==> src/rtl/bincnt_pkg.sv <==
package bincnt_pkg;
  localparam int unsigned NIBBLE_W = 4;

  typedef enum logic [1:0] {
    OP_HOLD  = 2'd0,
    OP_COUNT = 2'd1,
    OP_LOAD  = 2'd2
  } cnt_op_e;
endpackage

==> src/rtl/bincnt_ctrl.sv <==
module bincnt_ctrl
  import bincnt_pkg::*;
(
  input  logic    load_n,
  input  logic    par_en,
  input  logic    chain_en,
  output cnt_op_e op
);
  // Load has priority, then count, then hold.
  always_comb begin
    if (!load_n)                 op = OP_LOAD;
    else if (par_en && chain_en) op = OP_COUNT;
    else                         op = OP_HOLD;
  end
endmodule

==> src/rtl/bincnt_stage.sv <==
module bincnt_stage
  import bincnt_pkg::*;
#(
  parameter int unsigned W = NIBBLE_W
)(
  input  logic         clk,
  input  logic         clr_n,
  input  logic         load_n,
  input  logic         par_en,
  input  logic         chain_en,
  input  logic [W-1:0] din,
  output logic [W-1:0] q,
  output logic         tc
);
  cnt_op_e op;

  bincnt_ctrl u_ctrl (
    .load_n   (load_n),
    .par_en   (par_en),
    .chain_en (chain_en),
    .op       (op)
  );

  always_ff @(posedge clk or negedge clr_n) begin
    if (!clr_n) begin
      q <= '0;
    end else begin
      unique case (op)
        OP_LOAD:  q <= din;
        OP_COUNT: q <= q + W'(1);
        default:  q <= q;
      endcase
    end
  end

  // Terminal count is fed forward from the carry enable, with no clock.
  assign tc = chain_en & (&q);
endmodule

==> src/rtl/bincnt_chain.sv <==
module bincnt_chain
  import bincnt_pkg::*;
#(
  parameter int unsigned STAGES = 3,
  localparam int unsigned DW    = STAGES * NIBBLE_W
)(
  input  logic              clk,
  input  logic              clr_n,
  input  logic              load_n,
  input  logic              cnt_en,
  input  logic              carry_in,
  input  logic [DW-1:0]     load_val,
  output logic [DW-1:0]     count,
  output logic [STAGES-1:0] stage_tc,
  output logic              carry_out
);
  logic [STAGES:0] link;

  assign link[0] = carry_in;

  for (genvar i = 0; i < STAGES; i++) begin : g_stage
    bincnt_stage #(.W(NIBBLE_W)) u_stage (
      .clk      (clk),
      .clr_n    (clr_n),
      .load_n   (load_n),
      .par_en   (cnt_en),
      .chain_en (link[i]),
      .din      (load_val[i*NIBBLE_W +: NIBBLE_W]),
      .q        (count[i*NIBBLE_W +: NIBBLE_W]),
      .tc       (link[i+1])
    );
    assign stage_tc[i] = link[i+1];
  end

  assign carry_out = link[STAGES];
endmodule

==> config.mk <==
export PLATFORM = sky130hd
export DESIGN_NAME = bincnt_chain
export DESIGN_NICKNAME = d
export VERILOG_FILES = /design/src/rtl/bincnt_pkg.sv /design/src/rtl/bincnt_ctrl.sv /design/src/rtl/bincnt_stage.sv /design/src/rtl/bincnt_chain.sv
export SDC_FILE = /design/constraint.sdc
export NUM_CORES = 1
export LEC_CHECK = 0
export ABC_AREA = 1
export BUFFER_PORTS_ARGS = -buffer_cell sky130_fd_sc_hd__buf_2
export CAP_MARGIN = 20
export CELL_PAD_IN_SITES_DETAIL_PLACEMENT = 0
export CELL_PAD_IN_SITES_GLOBAL_PLACEMENT = 1
export CORE_ASPECT_RATIO = 1.25
export CORE_MARGIN = 2
export CORE_UTILIZATION = 30
export DETAILED_ROUTE_END_ITERATION = 12
export GPL_TIMING_DRIVEN = 0
export PLACE_DENSITY = 0.72
export SLEW_MARGIN = 10
export SYNTH_ARGS = -nofsm -noshare
export SYNTH_HDL_FRONTEND = slang
export SYNTH_HIERARCHICAL = 1
export SYNTH_SLANG_ARGS = --single-unit
==> constraint.sdc <==
create_clock -name clk -period 2.9 [get_ports clk]
set_input_delay 0.145 -clock clk [delete_from_list [all_inputs] [get_ports clk]]
set_output_delay 0.145 -clock clk [all_outputs]
set_load 0.1 [all_outputs]
======== Word-level counts from Yosys, hierarchy flattened ========
Index checks and enable logic that the tools add are counted.
storage, ports and cells
  logic and storage cells ................. 33
  input port bits ......................... 17
  output and inout port bits .............. 16
  register bits after elaboration ......... 12
cells by class
  reductions and logical operators ........ 9
  add/sub/neg operators ................... 3
  muxes and demuxes ....................... 9
  bitwise gates (word level) .............. 3
  eq/ne operators ......................... 6
operator list
  cell                                                 number
  case mux 4 bit (2 select lines)                      3
  adder 4 x 1 -> 4 bit, second input constant          3
  AND reduction 4 bit                                  3
  equality test 2 x 1 -> 1 bit, second input constant  3
  equality test 2 bit, second input constant           3
  2-to-1 mux 2 bit                                     3
  nonzero test 2 bit                                   3
  bitwise AND 1 bit                                    3
  logical AND 1 bit                                    3
  2-to-1 mux 1 bit                                     3

======== Longest topological paths before layout ========
  depth after elaboration ................. 8
  gate-level depth with buffers ........... 13
  mapped depth without buffers ............ 13

======== By module ========
The synthesis kept the hierarchy.
by module, submodules not included
  module        sequential area each (sq um)  area an instance (sq um)  instances  cells each
  bincnt_stage  100.1                         256.5                     3          37
  bincnt_ctrl   0.0                           13.8                      3          3
  bincnt_chain  0.0                           7.5                       1          1

======== Worst setup path after synthesis ========
OpenSTA, ideal clock, no wires.
  path type ............................... flip-flop to output port
  from .................................... register g_stage[0].u_stage.q[0]
  to ...................................... output port stage_tc[2]
  cell stages (with the launch flop) ...... 9
  required time ........................... 2.755 ns
  buffers on the path ..................... 1
  data arrival time ....................... 6.141 ns
  setup slack ............................. -3.386 ns
  cells stage by stage .................... dfrtp_1 > ha_1 > nand2_1 > nor2_1 > nand2_1 > nor2_1 > nand2_1 > nor2_1 > buf_4
between the ends
  cells in the longest elaborated chain, start to end .. 4
ends and longest elaborated chain
  what                      RTL line            RTL
  start: declaration        bincnt_stage.sv:12  output logic [W-1:0] q,
  start signal: assignment  bincnt_stage.sv:29  OP_LOAD: q <= din;
  start signal: assignment  bincnt_stage.sv:30  OP_COUNT: q <= q + W'(1);
  start signal: assignment  bincnt_stage.sv:31  default: q <= q;
  AND reduction 4 bit       bincnt_stage.sv:37  assign tc = chain_en & (&q);
  bitwise AND 1 bit         bincnt_stage.sv:37
  via stage_tc[0]           bincnt_chain.sv:14  output logic [STAGES-1:0] stage_tc,
  bitwise AND 1 bit         bincnt_stage.sv:37
  via stage_tc[1]           bincnt_chain.sv:14
  bitwise AND 1 bit         bincnt_stage.sv:37
  end: declaration          bincnt_chain.sv:14
The timed path passes the listed nets, and every way through them passes these cells.

======== Final worst setup path ========
  from .................................... register g_stage[0].u_stage.q[0]
  to ...................................... output port stage_tc[2]
between the ends
  cells in the longest elaborated chain, start to end .. 4
ends and longest elaborated chain
  what                            RTL line
  AND reduction 4 bit             bincnt_stage.sv:37
  bitwise AND 1 bit (3 in a row)  bincnt_stage.sv:37
Every way passes these cells.

==> impl_metrics.csv <==
group,metric,value,unit
die,rows,21,
sta,period_needed,2.122,ns
synthesis,synth_warnings,6,
cts,cts_sinks,12,
worst_hold_path,hold_path_class,"primary input to register",
worst_hold_path,hold_start,"load_val[8]",
sta,timing.hold.ws,0.07495,ns
sta,slew_headroom,67.95,%
die,start_util,31.14,%
synthesis,yosysSeqAreaShare,36.70,%
final_layout,reg_top3,"g_stage.u_stage/q x12",
global_route,overflow,0,
cts,cts.reportedPaths.clkPinSlew,0.08,ns
global_route,grt_max_degree,13,
cts,clock_latency,0.27,ns
sta,worstMarginPinSlew,0.4840,ns
final_layout,finalNonFillerCells,192,
sta,finalSetupViolations,0,
global_route,track_usage,13.35,%
worst_setup_path,crit_chain,"ha_4 > nand2_4 > nor2_4 > nand2_2 > nor2_4 > nand2_2 > nor2_4 > buf_12 > buf_2",
sta,rsz0062_at_grt,"no",
synthesis,syn-num-nets,144,
worst_setup_path,slowest_delay,0.46,ns
run,maxCapViolations,0,
placed_design,place_inst,187,
placed_design,dp_hpwl,1.531,mm
worst_setup_path,path_class,"register to output port",
worst_setup_path,slowest_stage,"dfrtp_4",
final_layout,most-common-layout-cells,"nand2_1 (33), buf_2 (32), nor2_1 (12), inv_1 (11)",
worst_setup_path,critPathMostFrequentCell,"nor2_4",
worst_hold_path,hold_depth,3,
outcome,status,"finished clean",
final_layout,final_common_cell,"nand2_1",
die,die_h,62.39,um
synthesis,synth_top_area_cell,"dfrtp_1",
final_layout,largest_reg_flops,12,
drt,via_per_inst,4.422,
cts,cts_made_buffers,3,
sta,final_max_slew_viol_count,0,
worst_setup_path,worstSetupEndpointType,"output port",
final_layout,syn_to_final_growth,40.83,%
sta,post-route-period-util,73.16,%
sta,clock_skew,0.003988,ns
drt,route.vias.total,849,
cts,htree_num_levels,1,
final_layout,antenna_cells,0,
die,dieArea,0.003164,mm2
drt,wl_per_cell,9.760,um
placed_design,gp_congestion,0.7439,
die,boundaryPins,33,
pwr,p_leak,0.5932,nW
die,dieWidth,50.71,um
cts,cts_tree,"yes",
worst_setup_path,cp.required,2.76,ns
final_layout,num-nets-final,182,
drt,drc,0,
pwr,power_density,531.8,mW/mm2
pwr,ir_drop,0.2542,mV
worst_setup_path,start_kind,"register",
placed_design,portBuffers,32,
worst_setup_path,critPathMaxFanout,6,
worst_setup_path,cp.arrival,1.98,ns
worst_setup_path,path_buf_inv,2,
sta,hold_viol_final,0,
drt,routed_wl,1.874,mm
drt,dr.first_iter.drc_count,20,
synthesis,synth_top_cell_area_share,36.70,%
synthesis,ys_ff_latch,12,
synthesis,syn_inst,121,
synthesis,syn_area,818.3,um2
drt,drtPass1Iterations,4,
final_layout,layout-drive-gt1-share,39.24,%
worst_setup_path,crit_cells,9,
worst_setup_path,cp_top_family,"simple AND/OR/NAND/NOR gates",
global_route,grt_pass1_wl,3.249,mm
synthesis,synth_area_per_cell,6.763,um2
cts,cts_resized,0,
final_layout,regMostFlops,"g_stage.u_stage/q",
global_route,grt_pass1_vias,754,
worst_setup_path,startpoint,"g_stage[0].u_stage/q[0]$_DFFE_PN0P_",
sta,fmaxAchievable,0.4713,GHz
synthesis,ys_types,13,
worst_setup_path,r2r_cells,13,
cts,cts.path.max_buffers,2,
pwr,totalPowerFinal,0.6129,mW
global_route,grt_antenna_before_repair,0,
cts,cts_root_buf,"clkbuf_4",
die,core,0.002628,mm2
worst_setup_path,reg2reg_from,"g_stage[0].u_stage/q[0]$_DFFE_PN0P_",
synthesis,synthTopCellsByArea,"dfrtp_1 (37%), nand2_1 (17%), ha_1 (9.2%)",
drt,antenna_left,0,
final_layout,utilization,43.86,%
-- cells in the mapped netlist --
master	count
dfrtp_1	12
a21oi_1	9
nand4_1	3
buf_4	1
nand3_1	9
nor2_2	6
inv_1	12
inv_2	6
ha_1	6
o21ai_1	3
o21ai_0	3
nor2_1	15
nand2_1	36
-- metal layers --
metal | GRT usage (%) | part of all wire [%] | vias to the layer above
li1 | - | - | 460
met1 | 16.34 | 42 | 369
met2 | 22.53 | 52 | 18
met3 | 1.435 | 5.1 | 2
met4 | 7.095 | 0.64 | 0
met5 | 0 | 0 | -
-- layout make-up --
type	count	area, um2
Fill cell	303	1475
Multi-Input combinational cell	90	503.0
Sequential cell	12	312.8
Timing Repair Buffer	33	170.2
Inverter	18	67.56
Tap cell	34	42.54
Clock buffer	4	36.28
Buffer	1	20.02
-- where the power goes --
group / switching (mW) / internal, mW / total, mW / leakage [nW]
logic: 0.204 / 0.0545 / 0.258 / 0.436
registers: 0.0281 / 0.191 / 0.219 / 0.136
clock network: 0.0596 / 0.0763 / 0.136 / 0.0210
-- path summary, 6_finish.rpt --
path,end,slack (ns)
max,stage_tc[2],0.78
min reg2reg,g_stage[2].u_stage/q[3]$_DFFE_PN0P_,0.57
min,g_stage[2].u_stage/q[0]$_DFFE_PN0P_,0.07
min in group asynchronous,g_stage[0].u_stage/q[1]$_DFFE_PN0P_,0.28
max in group asynchronous,g_stage[0].u_stage/q[3]$_DFFE_PN0P_,2.38
max reg2reg,g_stage[2].u_stage/q[2]$_DFFE_PN0P_,1.11
-- cell families after synthesis --
kind of cell    after synthesis  share of synthesized area, %
compound gates               15                         9.173
simple gates                 69                         35.78
flops                        12                         36.70
fa+ha+maj                     6                         9.174
buf+inv                      19                         9.174
-- metrics by stage --
step	cell area (um2)	TNS [ns]	worst slack, ns
after floorplan	903.4	-0.3494	-0.2766
after CTS	1152	0	0.7376
after global routing	1152	0	0.6882
after detailed placement	1106	0	1.064
final	1152	0	0.7783
after global placement	1106	0	1.076
-- worst reg2reg max path, stage by stage, from the launching register on --
cell and delay, ns:
dfrtp_4 0.46, ha_4 0.16, nand2_4 0.05, nor2_4 0.11, nand2_2 0.07, nor2_4 0.14, nand2_1 0.07, nor2_2 0.13
ha_4 0.19, inv_2 0.05, nor2_2 0.07, nor2_1 0.04, o21ai_1 0.11, inv_1 0.05
-- repair_timing --
action | in CTS | in global routing
hold buffers | 1 | 0
setup buffers | 0 | 0
hold endpoints to repair | 12 | 0
setup endpoints to repair | 0 | 0
Power figures use the tool's default switching activity.
